`src/rtl/tsync_pkg.sv`:
```
`timescale 1ns/1ps
package tsync_pkg;
  localparam int BYTE_W = 8;
  localparam int LEN_W  = 16;
  localparam int CNT_W  = 8;
  localparam logic [BYTE_W-1:0] SYNC_BYTE = 8'h47;

  typedef enum logic [1:0] {
    SM_NONE   = 2'd0,
    SM_STROBE = 2'd1,
    SM_BYTE   = 2'd2,
    SM_BOTH   = 2'd3
  } sync_mode_e;

  // packet length floor: a packet must hold at least two bytes
  function automatic logic [LEN_W-1:0] eff_len(input logic [LEN_W-1:0] l);
    return (l < LEN_W'(2)) ? LEN_W'(2) : l;
  endfunction

  // thresholds: zero behaves like one
  function automatic logic [CNT_W-1:0] eff_thr(input logic [CNT_W-1:0] t);
    return (t == '0) ? CNT_W'(1) : t;
  endfunction

  function automatic logic is_marker(input sync_mode_e m,
                                     input logic [BYTE_W-1:0] b,
                                     input logic st);
    case (m)
      SM_STROBE: return st;
      SM_BYTE:   return (b == SYNC_BYTE);
      SM_BOTH:   return st && (b == SYNC_BYTE);
      default:   return 1'b0;
    endcase
  endfunction
endpackage

```
`src/rtl/tsync_regs.sv`:
```
`timescale 1ns/1ps
module tsync_regs
  import tsync_pkg::*;
#(
  parameter int ADDR_W = 3
) (
  input  logic              clk,
  input  logic              rst_n,
  input  logic              cfg_we,
  input  logic [ADDR_W-1:0] cfg_addr,
  input  logic [7:0]        cfg_wdata,
  output logic [7:0]        cfg_rdata,
  input  logic              lock_state,
  output logic              blk_off,
  output sync_mode_e        mode,
  output logic              fall_sel,
  output logic              gate_valid,
  output logic [CNT_W-1:0]  lock_thr,
  output logic [CNT_W-1:0]  unlock_thr,
  output logic [LEN_W-1:0]  pkt_len
);
  localparam logic [ADDR_W-1:0] A_CTRL   = ADDR_W'(0);
  localparam logic [ADDR_W-1:0] A_SAMPLE = ADDR_W'(1);
  localparam logic [ADDR_W-1:0] A_LOCK   = ADDR_W'(2);
  localparam logic [ADDR_W-1:0] A_UNLOCK = ADDR_W'(3);
  localparam logic [ADDR_W-1:0] A_LEN_LO = ADDR_W'(4);
  localparam logic [ADDR_W-1:0] A_LEN_HI = ADDR_W'(5);
  localparam logic [ADDR_W-1:0] A_STATUS = ADDR_W'(6);

  always_ff @(posedge clk) begin
    if (!rst_n) begin
      blk_off    <= 1'b0;
      mode       <= SM_BYTE;
      fall_sel   <= 1'b0;
      gate_valid <= 1'b0;
      lock_thr   <= CNT_W'(2);
      unlock_thr <= CNT_W'(2);
      pkt_len    <= LEN_W'(188);
    end else if (cfg_we) begin
      case (cfg_addr)
        A_CTRL: begin
          blk_off <= cfg_wdata[7];
          mode    <= sync_mode_e'(cfg_wdata[1:0]);
        end
        A_SAMPLE: begin
          fall_sel   <= cfg_wdata[0];
          gate_valid <= cfg_wdata[1];
        end
        A_LOCK:   lock_thr       <= cfg_wdata;
        A_UNLOCK: unlock_thr     <= cfg_wdata;
        A_LEN_LO: pkt_len[7:0]   <= cfg_wdata;
        A_LEN_HI: pkt_len[15:8]  <= cfg_wdata;
        default: ;
      endcase
    end
  end

  always_comb begin
    case (cfg_addr)
      A_CTRL:   cfg_rdata = {blk_off, 5'b0, mode};
      A_SAMPLE: cfg_rdata = {6'b0, gate_valid, fall_sel};
      A_LOCK:   cfg_rdata = lock_thr;
      A_UNLOCK: cfg_rdata = unlock_thr;
      A_LEN_LO: cfg_rdata = pkt_len[7:0];
      A_LEN_HI: cfg_rdata = pkt_len[15:8];
      A_STATUS: cfg_rdata = {7'b0, lock_state};
      default:  cfg_rdata = 8'h00;
    endcase
  end

  // the status address never alters the length register
  p_status_write_inert_r9: assert property (@(posedge clk) disable iff (!rst_n)
    (cfg_we && cfg_addr == A_STATUS) |=> $stable(pkt_len))
    else $error("status write changed configuration");
endmodule

```
`src/rtl/tsync_capture.sv`:
```
`timescale 1ns/1ps
module tsync_capture
  import tsync_pkg::*;
#(
  parameter int SYNC_STAGES = 2
) (
  input  logic              clk,
  input  logic              rst_n,
  input  logic              blk_off,
  input  logic              fall_sel,
  input  logic              gate_valid,
  input  logic              ts_clk,
  input  logic [BYTE_W-1:0] ts_data,
  input  logic              ts_valid,
  input  logic              ts_start,
  output logic              byte_stb,
  output logic [BYTE_W-1:0] byte_q,
  output logic              start_q
);
  localparam int TAP = SYNC_STAGES - 1;

  logic [SYNC_STAGES:0]   clk_sh;
  logic [SYNC_STAGES-1:0] vld_sh;
  logic [SYNC_STAGES-1:0] st_sh;
  logic [BYTE_W-1:0]      dat_sh [SYNC_STAGES];

  // data, valid and strobe travel through as many flops as the clock
  always_ff @(posedge clk) begin
    if (!rst_n) begin
      clk_sh <= '0;
      vld_sh <= '0;
      st_sh  <= '0;
      for (int i = 0; i < SYNC_STAGES; i++) dat_sh[i] <= '0;
    end else begin
      clk_sh    <= {clk_sh[SYNC_STAGES-1:0], ts_clk};
      vld_sh    <= {vld_sh[SYNC_STAGES-2:0], ts_valid};
      st_sh     <= {st_sh[SYNC_STAGES-2:0], ts_start};
      dat_sh[0] <= ts_data;
      for (int i = 1; i < SYNC_STAGES; i++) dat_sh[i] <= dat_sh[i-1];
    end
  end

  logic rise_seen, fall_seen, edge_hit, take;
  assign rise_seen = clk_sh[TAP] & ~clk_sh[TAP+1];
  assign fall_seen = ~clk_sh[TAP] & clk_sh[TAP+1];
  assign edge_hit  = fall_sel ? fall_seen : rise_seen;
  assign take      = edge_hit & (~gate_valid | vld_sh[TAP]) & ~blk_off;

  always_ff @(posedge clk) begin
    if (!rst_n) begin
      byte_stb <= 1'b0;
      byte_q   <= '0;
      start_q  <= 1'b0;
    end else begin
      byte_stb <= take;
      byte_q   <= dat_sh[TAP];
      start_q  <= st_sh[TAP];
    end
  end

  // one transition of the chosen kind yields at most one byte
  p_one_byte_per_edge_r6: assert property (@(posedge clk) disable iff (!rst_n)
    byte_stb |=> !byte_stb)
    else $error("two captures from one stream clock period");
endmodule

```
`src/rtl/tsync_lock.sv`:
```
`timescale 1ns/1ps
module tsync_lock
  import tsync_pkg::*;
(
  input  logic              clk,
  input  logic              rst_n,
  input  logic              blk_off,
  input  sync_mode_e        mode,
  input  logic [CNT_W-1:0]  lock_thr,
  input  logic [CNT_W-1:0]  unlock_thr,
  input  logic [LEN_W-1:0]  pkt_len,
  input  logic              byte_stb,
  input  logic [BYTE_W-1:0] byte_d,
  input  logic              start_d,
  output logic [BYTE_W-1:0] out_data,
  output logic              out_valid,
  output logic              out_sop,
  output logic              locked
);
  logic             locked_q, track_q;
  logic [LEN_W-1:0] phase_q;
  logic [CNT_W-1:0] hits_q, miss_q;

  logic             locked_n, track_n;
  logic [LEN_W-1:0] phase_n;
  logic [CNT_W-1:0] hits_n, miss_n;
  logic             emit, sop_n;

  logic [LEN_W-1:0] len_e, phase_adv;
  logic [CNT_W-1:0] lthr_e, uthr_e, hits_inc, miss_inc;
  logic             marker, boundary;
  logic             lock_gain, lock_lose;

  assign len_e     = eff_len(pkt_len);
  assign lthr_e    = eff_thr(lock_thr);
  assign uthr_e    = eff_thr(unlock_thr);
  assign marker    = is_marker(mode, byte_d, start_d);
  assign boundary  = (phase_q == '0);
  assign phase_adv = (phase_q >= len_e - LEN_W'(1)) ? '0 : phase_q + LEN_W'(1);
  assign hits_inc  = track_q ? hits_q + CNT_W'(1) : CNT_W'(1);
  assign miss_inc  = miss_q + CNT_W'(1);

  always_comb begin
    locked_n  = locked_q;
    track_n   = track_q;
    phase_n   = phase_q;
    hits_n    = hits_q;
    miss_n    = miss_q;
    emit      = 1'b0;
    sop_n     = 1'b0;
    lock_gain = 1'b0;
    lock_lose = 1'b0;
    if (blk_off) begin
      locked_n = 1'b0;
      track_n  = 1'b0;
      phase_n  = '0;
      hits_n   = '0;
      miss_n   = '0;
    end else if (byte_stb) begin
      if (locked_q) begin
        if (boundary && !marker && (miss_inc >= uthr_e)) begin
          // lock lost: boundary byte swallowed, search restarts
          lock_lose = 1'b1;
          locked_n  = 1'b0;
          track_n   = 1'b0;
          phase_n   = '0;
          hits_n    = '0;
          miss_n    = '0;
        end else begin
          if (boundary) miss_n = marker ? '0 : miss_inc;
          emit    = 1'b1;
          sop_n   = boundary;
          phase_n = phase_adv;
        end
      end else if (track_q && !boundary) begin
        phase_n = phase_adv;
      end else if (marker) begin
        phase_n = LEN_W'(1);
        if (hits_inc >= lthr_e) begin
          lock_gain = 1'b1;
          locked_n  = 1'b1;
          track_n   = 1'b0;
          hits_n    = '0;
          miss_n    = '0;
          emit      = 1'b1;
          sop_n     = 1'b1;
        end else begin
          track_n = 1'b1;
          hits_n  = hits_inc;
        end
      end else begin
        track_n = 1'b0;
        hits_n  = '0;
        phase_n = '0;
      end
    end
  end

  always_ff @(posedge clk) begin
    if (!rst_n) begin
      locked_q  <= 1'b0;
      track_q   <= 1'b0;
      phase_q   <= '0;
      hits_q    <= '0;
      miss_q    <= '0;
      out_valid <= 1'b0;
      out_sop   <= 1'b0;
      out_data  <= '0;
    end else begin
      locked_q  <= locked_n;
      track_q   <= track_n;
      phase_q   <= phase_n;
      hits_q    <= hits_n;
      miss_q    <= miss_n;
      out_valid <= emit;
      out_sop   <= sop_n;
      out_data  <= byte_d;
    end
  end

  assign locked = locked_q;

  // lock only rises on a captured byte
  p_lock_on_byte_r3: assert property (@(posedge clk) disable iff (!rst_n)
    $rose(locked_q) |-> $past(byte_stb))
    else $error("lock rose without a byte");

  // lock only falls on a captured byte or through disable
  p_unlock_on_byte_r4: assert property (@(posedge clk) disable iff (!rst_n)
    $fell(locked_q) |-> ($past(byte_stb) || $past(blk_off)))
    else $error("lock fell without cause");

  // nothing leaves the block unless it is locked
  p_out_only_locked_r8: assert property (@(posedge clk) disable iff (!rst_n)
    out_valid |-> locked_q)
    else $error("output while unlocked");

  // with no marker source, lock cannot be gained
  p_no_mode_no_lock_r2: assert property (@(posedge clk) disable iff (!rst_n)
    (!locked_q && mode == SM_NONE) |=> !locked_q)
    else $error("locked with marker source off");

  // disable clears lock by the next cycle
  p_disable_clears_r10: assert property (@(posedge clk) disable iff (!rst_n)
    blk_off |=> !locked_q)
    else $error("lock kept while disabled");

  // search tracking and lock are never active together
  p_track_excl_r11: assert property (@(posedge clk) disable iff (!rst_n)
    !(locked_q && track_q))
    else $error("tracking while locked");
endmodule

```
`src/rtl/tsync_align.sv`:
```
`timescale 1ns/1ps
module tsync_align
  import tsync_pkg::*;
(
  input  logic       clk,
  input  logic       rst_n,
  input  logic       ts_clk,
  input  logic [7:0] ts_data,
  input  logic       ts_valid,
  input  logic       ts_start,
  input  logic       cfg_we,
  input  logic [2:0] cfg_addr,
  input  logic [7:0] cfg_wdata,
  output logic [7:0] cfg_rdata,
  output logic [7:0] out_data,
  output logic       out_valid,
  output logic       out_sop
);
  logic             blk_off, fall_sel, gate_valid, lock_state;
  sync_mode_e       mode;
  logic [CNT_W-1:0] lock_thr, unlock_thr;
  logic [LEN_W-1:0] pkt_len;
  logic             byte_stb, start_d;
  logic [BYTE_W-1:0] byte_d;

  tsync_regs #(.ADDR_W(3)) u_regs (
    .clk(clk), .rst_n(rst_n),
    .cfg_we(cfg_we), .cfg_addr(cfg_addr), .cfg_wdata(cfg_wdata),
    .cfg_rdata(cfg_rdata), .lock_state(lock_state),
    .blk_off(blk_off), .mode(mode), .fall_sel(fall_sel),
    .gate_valid(gate_valid), .lock_thr(lock_thr),
    .unlock_thr(unlock_thr), .pkt_len(pkt_len)
  );

  tsync_capture #(.SYNC_STAGES(2)) u_cap (
    .clk(clk), .rst_n(rst_n),
    .blk_off(blk_off), .fall_sel(fall_sel), .gate_valid(gate_valid),
    .ts_clk(ts_clk), .ts_data(ts_data), .ts_valid(ts_valid),
    .ts_start(ts_start),
    .byte_stb(byte_stb), .byte_q(byte_d), .start_q(start_d)
  );

  tsync_lock u_lock (
    .clk(clk), .rst_n(rst_n),
    .blk_off(blk_off), .mode(mode),
    .lock_thr(lock_thr), .unlock_thr(unlock_thr), .pkt_len(pkt_len),
    .byte_stb(byte_stb), .byte_d(byte_d), .start_d(start_d),
    .out_data(out_data), .out_valid(out_valid), .out_sop(out_sop),
    .locked(lock_state)
  );
endmodule

```
`config.mk`:
```
export PLATFORM = sky130hd
export DESIGN_NAME = tsync_align
export DESIGN_NICKNAME = d
export VERILOG_FILES = /design/src/rtl/tsync_pkg.sv /design/src/rtl/tsync_regs.sv /design/src/rtl/tsync_capture.sv /design/src/rtl/tsync_lock.sv /design/src/rtl/tsync_align.sv
export SDC_FILE = /design/constraint.sdc
export NUM_CORES = 1
export LEC_CHECK = 0
export ABC_CLOCK_PERIOD_IN_PS = 7600
export BUFFER_PORTS_ARGS = -buffer_cell sky130_fd_sc_hd__buf_2
export CAP_MARGIN = 20
export CORE_ASPECT_RATIO = 0.8
export CORE_UTILIZATION = 66
export DETAILED_ROUTE_END_ITERATION = 16
export GPL_ROUTABILITY_DRIVEN = 0
export PLACE_DENSITY = 0.86
export SLEW_MARGIN = 20
export SYNTH_ARGS = -nofsm -noshare
export SYNTH_HDL_FRONTEND = slang
export SYNTH_SLANG_ARGS = --single-unit
export TNS_END_PERCENT = 50
```
`constraint.sdc`:
```
create_clock -name clk -period 7.6 [get_ports clk]
set_input_delay 0.38 -clock clk [delete_from_list [all_inputs] [get_ports clk]]
set_output_delay 0.38 -clock clk [all_outputs]
set_load 0.05 [all_outputs]
```
==> reports/results.tsv <==
metric	value	unit
outcome	finished, final reports clean	
# DRC	0	
Final Skew	0.007176	ns
hold_sp	ts_data[7]	
max_cap viols	0	
Filler cells	594	
Reg area	2282	um^2
count of final setup violators	0	
number of global-route vias before repair	5429	
CP startpoint kind	flip-flop	
ys flop type	dfxtp_1	
DR vias/cell	6.383	
CTS Buf Count	17	
Clock Sinks	114	
Place WS	3.372	ns
Final min period	4.292	ns
grt ovf	0	
antenna violations before repair	0	
sum of negative setup slack	0	ns
worst setup margin	3.308	ns
Worst-Margin Slew	1.014	ns
post-route ant nets	0	
Power per Cell Area	211.2	nW/um^2
Global Route Usage Sum	34.30	%
switching power total	388.0	uW
Clock Path Buffers	2	
Max Freq	233.0	MHz
drt initial violations	582	
Async S/R FF share, synth	0	%
Final #Nets	815	
Flop pwr share	41.7	%
Vias	5623	
Logic pwr share	6.4	%
#FFs+latches synth	114	
clk root buf	clkbuf_16	
IO Port Bufs	42	
min-delay worst type	in2reg	
CTS tree	yes	
HPWL after DPL	10700	um
post-CTS setup buffer count	0	
worst IR drop on VDD	0.2540	mV
period utilization	56.47	%
Max Fanout on Critical Path	16	
first-pass GRT wire length	26320	um
finished layout cell area	7053	um^2
Detailed Routing Iterations Pass 1	5	
endpoint type of the worst setup path	flip-flop	
Worst-Skew Late Latency	0.42	ns
Data required, critical path	7.93	ns
worst setup path startpoint	u_regs.pkt_len[5]	
sequential share of the synthesized area	36.33	%
routed length per placed instance	18.42	um
diodes inserted	0	
starting density of the core	68.62	%
cts repair resizes	0	
cell count after synthesis	726	
Synth cell types	69	
Horiz. Die Dim	111.1	um
H-tree depth reported by CTS	4	
Fin. Hold Viols	0	
clock slew at reported path FFs	0.06	ns
critical path class	reg2reg	
placed cell areas	6480	um^2
R2R setup slack	3.31	ns
synth warn	0	
row cnt	31	
CTS hold repair buffers	0	
internal power	1102	uW
Pleak	0.002806	uW
FF-to-FF Start	u_regs.pkt_len[5]	
fin. max-slew vios	0	
RSZ-0062 raised after global routing	false	
syn_nets	788	
Core ar.	9154	um^2
I/O Pins	43	
synthesized cell area	6281	um^2
layout cells sized above 1	13.45	%
Clock power frac	51.8	%
chip height	89.26	um
Worst Path Arrival	4.63	ns
switching share of power	26.05	%
Layout area overhead	12.29	%
Multi-input gate area	3757	um^2
WL final	16230	um
Post-Syn Area per Cell	8.652	um^2
Worst slew margin	32.30	%
largest net degree at the start of global routing	80	
fin util	77.05	%
EDFF count, synth	0	
Die ar.	9914	um^2
## cell type report
type | instances | share of cell area [%]
multi-input combinational | 556 | 53.27
clock inverter | 15 | 2.093
timing repair buffer | 43 | 3.087
inverter | 21 | 1.118
tap | 115 | 2.040
sequential | 114 | 32.36
clock buffer | 17 | 6.032
## cells in the final DEF, fill, tap and decap left out, drive strengths merged, types with 4 or more instances in the layout
cell type and instances:
ha 37, clkbuf 17, nand3b 13, nand2b 15
clkinv 7, xor2 8, o2111ai 14, and4b 5
o22ai 5, o21ai 10, dfxtp 114, a21boi 26
a22oi 7, o211ai 7, a21oi 19, mux2i 21
xnor2 17, a221oi 4, nand4b 4, and2 56
nor4b 6, nor4 8, nor2 32, nor2b 12
nand2 133, and3 10, nand4 8, buf 43
nor3b 6, nand3 26, nor3 11, inv 28
## cell usage after synthesis, types with 13 or more instances
master,n,area (um^2)
and2_1,56,350.3
ha_1,37,462.9
nand3_1,26,130.1
dfxtp_1,114,2282
mux2i_1,21,210.2
inv_1,21,78.83
o2111ai_1,13,113.9
xnor2_1,17,148.9
a21boi_0,25,187.7
nand2b_1,14,87.58
a21oi_1,16,80.08
nand2_1,131,491.7
nor2_1,32,120.1
clkbuf_1,26,97.59
nand3b_1,13,97.59
## flip-flops by register name (all words and copies together), names as in the netlist, 3 cells and up
signal             cells
u_cap.byte_q           8
u_cap.clk_sh           3
u_cap.dat_sh          16
u_lock.hits_q          8
u_lock.miss_q          8
u_lock.out_data        8
u_lock.phase_q        16
u_regs.lock_thr        8
u_regs.pkt_len        16
u_regs.unlock_thr      8
## critical path: stages, from the launching register on
cell       delay, ns
dfxtp_1         0.38
nor4_1          0.54
and2b_1         0.27
nand2_1         0.08
nor3_2          0.21
nand2b_1        0.17
ha_1            0.23
nand3_1         0.14
nor3_1          0.21
xnor2_1         0.17
ha_1            0.28
and3_1          0.24
o211a_1         0.17
a311oi_4        0.70
o2111ai_1       0.21
a21oi_1         0.20
## routing by layer
layer	vias to the layer above	wire, um	GRT usage [%]
met5	-	0	0
met4	0	495	18.80
met3	54	1488	9.424
met2	319	7566	56.49
met1	2632	6682	41.79
li1	2618	-	-
## logic make-up after synthesis
kind of cell | after synthesis | share of synthesized area (%)
adders and majority gates | 37 | 7.370
muxes | 24 | 3.884
xor gates and xnor gates | 25 | 3.486
DFF | 114 | 36.33
AOI/OAI and AO/OA | 117 | 15.14
buffers and inverters | 56 | 3.884
and+or+nand+nor | 353 | 29.90
## power by group through the flow
stage,combinational (uW),sequential (uW),clock [uW]
after floorplan,67.0,631,0
after global placement,89.4,633,0
after detailed placement,91.7,634,0
after CTS,94.1,621,775
after global routing,103,623,807
final,95.9,622,772
## final timing paths
kind,depth (start not counted),to
worst max-delay path,15,u_lock.phase_q[5]
worst min-delay path,2,u_cap.dat_sh[0][7]
worst max register to register,15,u_lock.phase_q[5]
worst min register to register,1,u_cap.dat_sh[1][5]
## through the flow
step | hold WS, ns | instances | power, uW
2_1_floorplan | 0.4119 | 726 | 698.2
3_3_place_gp | 0.4128 | 849 | 722.2
3_5_place_dp | 0.4169 | 849 | 725.3
4_1_cts | 0.1533 | 881 | 1490
5_1_grt | 0.1612 | 881 | 1532
6_report | 0.1616 | 881 | 1490
Power figures use the tool's default switching activity.
